File: src/rtl/io_bank_pkg.sv
package io_bank_pkg;
  localparam int unsigned ADDR_W    = 8;
  localparam int unsigned DATA_W    = 8;
  localparam int unsigned PU_ADDR   = 'hF0;
  localparam int unsigned CTRL_BASE = 'hF4;
  localparam int unsigned STAT_ADDR = 'hF8;

  typedef enum logic [1:0] {
    SUP_OFF    = 2'd0,
    SUP_RECALL = 2'd1,
    SUP_ON     = 2'd2
  } sup_state_e;
endpackage

File: src/rtl/io_supply_ctrl.sv
module io_supply_ctrl
  import io_bank_pkg::*;
#(
  parameter int unsigned RECALL_CYCLES = 16
) (
  input  logic       clk_i,
  input  logic       rst_ni,
  input  logic       sv_rise_i,
  input  logic       sv_fall_i,
  output logic       ready_o,
  output logic       recall_ld_o,
  output logic       wipe_o,
  output sup_state_e state_o
);
  localparam int unsigned CNT_W = $clog2(RECALL_CYCLES + 1);
  localparam logic [CNT_W-1:0] CNT_LAST = CNT_W'(RECALL_CYCLES - 1);

  sup_state_e state_q, state_d;
  logic [CNT_W-1:0] cnt_q, cnt_d;

  always_comb begin
    state_d     = state_q;
    cnt_d       = cnt_q;
    recall_ld_o = 1'b0;
    unique case (state_q)
      SUP_OFF: begin
        cnt_d = '0;
        if (sv_rise_i && sv_fall_i) state_d = SUP_RECALL;
      end
      SUP_RECALL: begin
        if (!sv_fall_i) begin
          state_d = SUP_OFF;
        end else if (cnt_q == CNT_LAST) begin
          state_d     = SUP_ON;
          recall_ld_o = 1'b1;
        end else begin
          cnt_d = cnt_q + 1'b1;
        end
      end
      SUP_ON: begin
        if (!sv_fall_i) state_d = SUP_OFF;
      end
      default: state_d = SUP_OFF;
    endcase
  end

  always_ff @(posedge clk_i or negedge rst_ni) begin
    if (!rst_ni) begin
      state_q <= SUP_OFF;
      cnt_q   <= '0;
    end else begin
      state_q <= state_d;
      cnt_q   <= cnt_d;
    end
  end

  assign ready_o = (state_q == SUP_ON);
  assign wipe_o  = (state_q == SUP_OFF);
  assign state_o = state_q;
endmodule

File: src/rtl/io_pin_sync.sv
module io_pin_sync #(
  parameter int unsigned N_PINS = 4
) (
  input  logic              clk_i,
  input  logic              rst_ni,
  input  logic [N_PINS-1:0] pin_i,
  output logic [N_PINS-1:0] pin_sync_o
);
  for (genvar g = 0; g < N_PINS; g++) begin : g_sync
    logic s1_q, s2_q;
    always_ff @(posedge clk_i or negedge rst_ni) begin
      if (!rst_ni) begin
        s1_q <= 1'b0;
        s2_q <= 1'b0;
      end else begin
        s1_q <= pin_i[g];
        s2_q <= s1_q;
      end
    end
    assign pin_sync_o[g] = s2_q;
  end
endmodule

File: src/rtl/io_reg_file.sv
module io_reg_file
  import io_bank_pkg::*;
#(
  parameter int unsigned N_PINS = 4
) (
  input  logic              clk_i,
  input  logic              rst_ni,
  input  logic              ready_i,
  input  logic              recall_ld_i,
  input  logic              wipe_i,
  input  logic              we_i,
  input  logic              re_i,
  input  logic [ADDR_W-1:0] addr_i,
  input  logic [DATA_W-1:0] wdata_i,
  input  logic [N_PINS-1:0] pin_sync_i,
  output logic [N_PINS-1:0] latch_o,
  output logic [N_PINS-1:0] pu_o,
  output logic [DATA_W-1:0] rdata_o,
  output logic              rvalid_o
);
  localparam logic [ADDR_W-1:0] A_PU   = ADDR_W'(PU_ADDR);
  localparam logic [ADDR_W-1:0] A_STAT = ADDR_W'(STAT_ADDR);

  logic              wr_ok;
  logic [N_PINS-1:0] pu_sh_q, pu_nv_q;
  logic [N_PINS-1:0] lat_sh, lat_nv;
  logic [DATA_W-1:0] rd_mux;
  logic [DATA_W-1:0] rdata_q;
  logic              rvalid_q;

  assign wr_ok = we_i && ready_i;

  // pullup register: volatile working copy and persistent copy
  always_ff @(posedge clk_i or negedge rst_ni) begin
    if (!rst_ni) begin
      pu_sh_q <= '0;
      pu_nv_q <= '0;
    end else begin
      if (wipe_i)                             pu_sh_q <= '0;
      else if (recall_ld_i)                   pu_sh_q <= pu_nv_q;
      else if (wr_ok && addr_i == A_PU)       pu_sh_q <= wdata_i[N_PINS-1:0];
      if (wr_ok && addr_i == A_PU)            pu_nv_q <= wdata_i[N_PINS-1:0];
    end
  end

  for (genvar g = 0; g < N_PINS; g++) begin : g_lat
    localparam logic [ADDR_W-1:0] A_CTRL = ADDR_W'(CTRL_BASE + g);
    logic sh_q, nv_q, hit;
    assign hit = wr_ok && (addr_i == A_CTRL);
    always_ff @(posedge clk_i or negedge rst_ni) begin
      if (!rst_ni) begin
        sh_q <= 1'b0;
        nv_q <= 1'b0;
      end else begin
        if (wipe_i)           sh_q <= 1'b0;
        else if (recall_ld_i) sh_q <= nv_q;
        else if (hit)         sh_q <= wdata_i[0];
        if (hit)              nv_q <= wdata_i[0];
      end
    end
    assign lat_sh[g] = sh_q;
    assign lat_nv[g] = nv_q;
  end

  always_comb begin
    rd_mux = '0;
    if (addr_i == A_PU)   rd_mux[N_PINS-1:0] = pu_sh_q;
    if (addr_i == A_STAT) rd_mux[N_PINS-1:0] = pin_sync_i;
    for (int n = 0; n < N_PINS; n++) begin
      if (addr_i == ADDR_W'(CTRL_BASE + n)) rd_mux[0] = lat_sh[n];
    end
  end

  always_ff @(posedge clk_i or negedge rst_ni) begin
    if (!rst_ni) begin
      rdata_q  <= '0;
      rvalid_q <= 1'b0;
    end else begin
      rvalid_q <= re_i;
      rdata_q  <= (re_i && ready_i) ? rd_mux : '0;
    end
  end

  logic unused_nv;
  assign unused_nv = ^lat_nv;

  assign latch_o  = lat_sh;
  assign pu_o     = pu_sh_q;
  assign rdata_o  = rdata_q;
  assign rvalid_o = rvalid_q;
endmodule

File: src/rtl/io_latch_bank.sv
module io_latch_bank
  import io_bank_pkg::*;
#(
  parameter int unsigned N_PINS        = 4,
  parameter int unsigned RECALL_CYCLES = 16
) (
  input  logic              clk_i,
  input  logic              rst_ni,
  input  logic              sv_rise_i,
  input  logic              sv_fall_i,
  input  logic              bus_we_i,
  input  logic              bus_re_i,
  input  logic [7:0]        bus_addr_i,
  input  logic [7:0]        bus_wdata_i,
  output logic [7:0]        bus_rdata_o,
  output logic              bus_rvalid_o,
  input  logic [N_PINS-1:0] pin_i,
  output logic [N_PINS-1:0] pin_oe_o,
  output logic [N_PINS-1:0] pin_pu_o
);
  logic              ready, recall_ld, wipe;
  sup_state_e        sup_state;
  logic [N_PINS-1:0] pin_sync, latch, pu;

  io_supply_ctrl #(.RECALL_CYCLES(RECALL_CYCLES)) u_sup (
    .clk_i      (clk_i),
    .rst_ni     (rst_ni),
    .sv_rise_i  (sv_rise_i),
    .sv_fall_i  (sv_fall_i),
    .ready_o    (ready),
    .recall_ld_o(recall_ld),
    .wipe_o     (wipe),
    .state_o    (sup_state)
  );

  io_pin_sync #(.N_PINS(N_PINS)) u_sync (
    .clk_i     (clk_i),
    .rst_ni    (rst_ni),
    .pin_i     (pin_i),
    .pin_sync_o(pin_sync)
  );

  io_reg_file #(.N_PINS(N_PINS)) u_regs (
    .clk_i      (clk_i),
    .rst_ni     (rst_ni),
    .ready_i    (ready),
    .recall_ld_i(recall_ld),
    .wipe_i     (wipe),
    .we_i       (bus_we_i),
    .re_i       (bus_re_i),
    .addr_i     (bus_addr_i),
    .wdata_i    (bus_wdata_i),
    .pin_sync_i (pin_sync),
    .latch_o    (latch),
    .pu_o       (pu),
    .rdata_o    (bus_rdata_o),
    .rvalid_o   (bus_rvalid_o)
  );

  // pins released until recall completes
  assign pin_oe_o = ready ? latch : '0;
  assign pin_pu_o = ready ? pu    : '0;

  logic unused_state;
  assign unused_state = ^sup_state;
endmodule

File: config.mk
export PLATFORM = sky130hd
export DESIGN_NAME = io_latch_bank
export DESIGN_NICKNAME = d
export VERILOG_FILES = /design/src/rtl/io_bank_pkg.sv /design/src/rtl/io_supply_ctrl.sv /design/src/rtl/io_pin_sync.sv /design/src/rtl/io_reg_file.sv /design/src/rtl/io_latch_bank.sv
export SDC_FILE = /design/constraint.sdc
export NUM_CORES = 1
export LEC_CHECK = 0
export BUFFER_PORTS_ARGS = -buffer_cell sky130_fd_sc_hd__buf_2
export CAP_MARGIN = 0
export CELL_PAD_IN_SITES_DETAIL_PLACEMENT = 0
export CELL_PAD_IN_SITES_GLOBAL_PLACEMENT = 1
export CORE_AREA = 5 5 96 80
export CTS_CLUSTER_SIZE = 30
export DETAILED_ROUTE_END_ITERATION = 10
export DIE_AREA = 0 0 101 85
export PLACE_DENSITY = 0.56
export SYNTH_ARGS = -nofsm -noshare
export SYNTH_HDL_FRONTEND = slang
export SYNTH_HIERARCHICAL = 1
export SYNTH_SLANG_ARGS = --single-unit
File: constraint.sdc
create_clock -name clk_i -period 2.9 [get_ports clk_i]
set_input_delay 0.145 -clock clk_i [delete_from_list [all_inputs] [get_ports clk_i]]
set_output_delay 0.145 -clock clk_i [all_outputs]
set_load 0.03 [all_outputs]
==> flow_summary.ini <==
[power_and_ir_drop]
power.density_mw_per_mm2 = 467
p_total_uw = 1040
p_leak_uw = 0.00101
max-vdd-ir-drop_mv = 0.165

[yosys]
netlist.top_cell.by_area = dfrtp_1
synth_edf_count = 0
synth-xor-area-share = 0
muxShareOfSynthArea = 0.0486
ys_ff_latch = 36
synth.top_cell.area_share = 0.473
synth_compound_area_frac = 0.147
synth_fa_ha_area_frac = 0.0131
syn-instance-count = 187
synthSimpleGateAreaFrac = 0.219
ys_async_sr_fraction = 1.00
syn_area_per_cell_um2 = 10.2
synth_area_mm2 = 0.00191
ys_warn_count = 6
yosysSeqAreaShare = 0.473
synth_cell_type_count = 47
synthTopCellsByArea = dfrtp_1, buf_4, mux2i_1
synth_ff_type = dfrtp_1
synth_top_family_by_area = simple AND/OR/NAND/NOR gates

[clocking]
cts_tree = built
clkSinkCount = 36
clkTransAtPathRegs_ps = 80
cts_buffers = 5
cts_root_buf = clkbuf_8
cts_hold_buf = 5
cts_resized = 0
clockBufferDepth = 2
clk_latency_ps = 280
htreeDepth = 2
post-cts-setup-buffers = 0

[route]
dr.pass1.iters = 4
drt_iter0_drc = 67
drt-total-wl_mm = 4.55
drc = 0
avgRoutedWirePerCell_um = 15.0
ant_nets = 0
vias_per_cell = 4.72
dr_total_vias = 1434

[layout]
register_area_um2 = 901
n_fill_cell = 673
drive_above_1_share = 0.230
area_growth_pct = 16.9
multi_input_area_um2 = 831
instances_no_fill = 304
design_area_mm2 = 0.00223
diodes = 0
nets = 244

[run_status]
failed_checks = hold timing
outcome = finished, violations left

[critical_path]
worstSetupPathType = reg -> reg
rr_endpoint = u_regs/g_lat[1].sh_q
crit_end = u_regs/g_lat[1].sh_q
r2r-start = u_sup/state_o[1]
crit_path_cell_trace = nor2b_1 > buf_4 > nand4b_1 > or4_1 > a311oi_1
endpoint_kind = flip-flop
r2r_cells = 5
path_depth = 5
cp.required_ps = 3090
startpoint_type = flip-flop
crit_slowest_cell = dfrtp_1
critPathMaxFanout = 18
cpPeakStageDelay_ps = 590
path_buf_inv = 1
reg2reg_slack_ps = 670
startpoint = u_sup/state_o[1]
cpLargestDelayFamily = simple AND/OR/NAND/NOR gates
arrival_ps = 2420

[job]
maxCapViolCount = 0

[placed_design]
port_buffers = 34
place_ws_ps = 672
hpwl_mm = 3.15
dpl.cell_count = 291
place_area_mm2 = 0.00207
gp_congestion = 0.713

[floorplan]
die_area_mm2 = 0.00859
io_pins = 43
fp.dieH_um = 85
num_rows = 27
fp.coreArea_mm2 = 0.00666
start_util = 0.286
die_w_um = 101

[sta]
hold_viol = 36
timing.final.ws_setup_ps = 672
fin_crit_sh = 0.768
slew_headroom = 0.442
maxSlewViolCount = 0
period_minus_slack_ps = 2230
worst_slew_pin_slew_ps = 837
timing.fmax_ghz = 0.449
setup-tns-final_ps = 0
finalClockSkew_ps = 4.10
fin_hold_ws_ps = -53.1
rsz0062_at_grt = no
setup_viol = 0

[worst_hold_path]
hold_path.class = in -> async

[global_route]
overflow = 0
first_global_vias = 1475
antenna_found_initial = 0
track_usage = 0.112
grt_start_max_net_pins = 37
grt_pass1_wl_mm = 7.66
[layer usage]
metal | vias to the layer above | track usage | wire (um)
li1 | 732 | - | -
met2 | 31 | 0.161 | 2000
met3 | 2 | 0.0345 | 287
met1 | 669 | 0.165 | 2250
met5 | - | 0 | 0
met4 | 0 | 0.0217 | 16
[kinds of logic (layout without fill, tap and decap cells)]
group	Yosys count	after routing
adder cells (fa/ha/maj)	2	2
buffers and inverters	33	60
AND/OR/NAND/NOR	68	68
AO/OA/AOI/OAI	39	39
flip-flops	36	36
multiplexers	8	8
other	1	4
[Yosys cell counts (2+ instances only)]
library cell and n:
nor2_1 12, a311oi_1 5, ha_1 2, clkbuf_1 5
nand3_1 6, inv_1 10, buf_4 12, nor2b_1 3
o21ai_0 7, buf_1 2, and2_1 10, buf_6 2
nand4_1 3, o31ai_1 6, nand2b_1 4, nand2_1 7
a31oi_1 2, or4_4 3, o21ai_1 4, a221oi_1 3
mux2i_1 7, and3_1 4, o41ai_1 5, dfrtp_1 36
o211ai_1 2, or3_1 2, or4_1 3
[how the worst min path moves through the flow]
| stage | from | to | slack (ps) | cells after the start |
|---|---|---|---|---|
| after global routing | rst_ni | u_regs/pu_o[2] | 40 | 1 |
| after global placement | pin_i[1] | u_sync/g_sync[1].s1_q | 250 | 1 |
| after floorplan | rst_ni | u_regs/g_lat[0].nv_q | -150 | 0 |
| after CTS | rst_ni | u_regs/g_lat[2].sh_q | 4 | 1 |
| after detailed placement | pin_i[1] | u_sync/g_sync[1].s1_q | 250 | 1 |
| final | rst_ni | u_sup/cnt_q[2] | -50 | 1 |
[registers in the layout (all words and copies together) (netlist names), 4 cells and up]
| register | count |
|---|---|
| u_regs/pu_o | 4 |
| u_regs/g_lat.nv_q | 4 |
| u_sync/g_sync.s2_q | 4 |
| u_sync/g_sync.s1_q | 4 |
| u_sup/cnt_q | 5 |
| u_regs/rdata_o | 4 |
| u_regs/pu_nv_q | 4 |
| u_regs/g_lat.sh_q | 4 |
[report_power, final]
part | total [uW] | leakage, uW | switching [uW] | internal, uW
sequential | 516 | 0.000454 | 5.68 | 510
combinational | 80.5 | 0.000501 | 52.5 | 27.9
clock | 444 | 0.0000541 | 189 | 254
[area by class of cell]
type / instances / share of cell area
sequential: 36 / 0.404
clock inverter: 3 / 0.0191
clock buffer: 5 / 0.0309
timing repair buffer: 41 / 0.106
tap: 87 / 0.0488
inverter: 11 / 0.0185
multi-input combinational: 121 / 0.373
[placed cells by master, fill, tap and decap left out, drive strengths merged, types with 2 or more instances in the layout]
| cell | instances |
|---|---|
| a221oi | 3 |
| a311oi | 5 |
| a31oi | 2 |
| and2 | 10 |
| and3 | 4 |
| buf | 36 |
| clkbuf | 5 |
| clkinv | 2 |
| conb | 4 |
| dfrtp | 36 |
| dlygate4sd3 | 5 |
| ha | 2 |
| inv | 10 |
| mux2i | 7 |
| nand2 | 7 |
| nand2b | 5 |
| nand3 | 6 |
| nand4 | 3 |
| nor2 | 12 |
| nor2b | 3 |
| o211ai | 2 |
| o21ai | 11 |
| o31ai | 6 |
| o41ai | 5 |
| or3 | 3 |
| or4 | 6 |
[stage by stage]
stage                     utilization  hold WS, ps
after global routing            0.335         38.7
after floorplan                     -         -151
final                           0.335        -53.1
after global placement          0.311          253
after detailed placement        0.311          255
after CTS                       0.335         3.94
No activity file was read; power rests on OpenSTA's default activity.
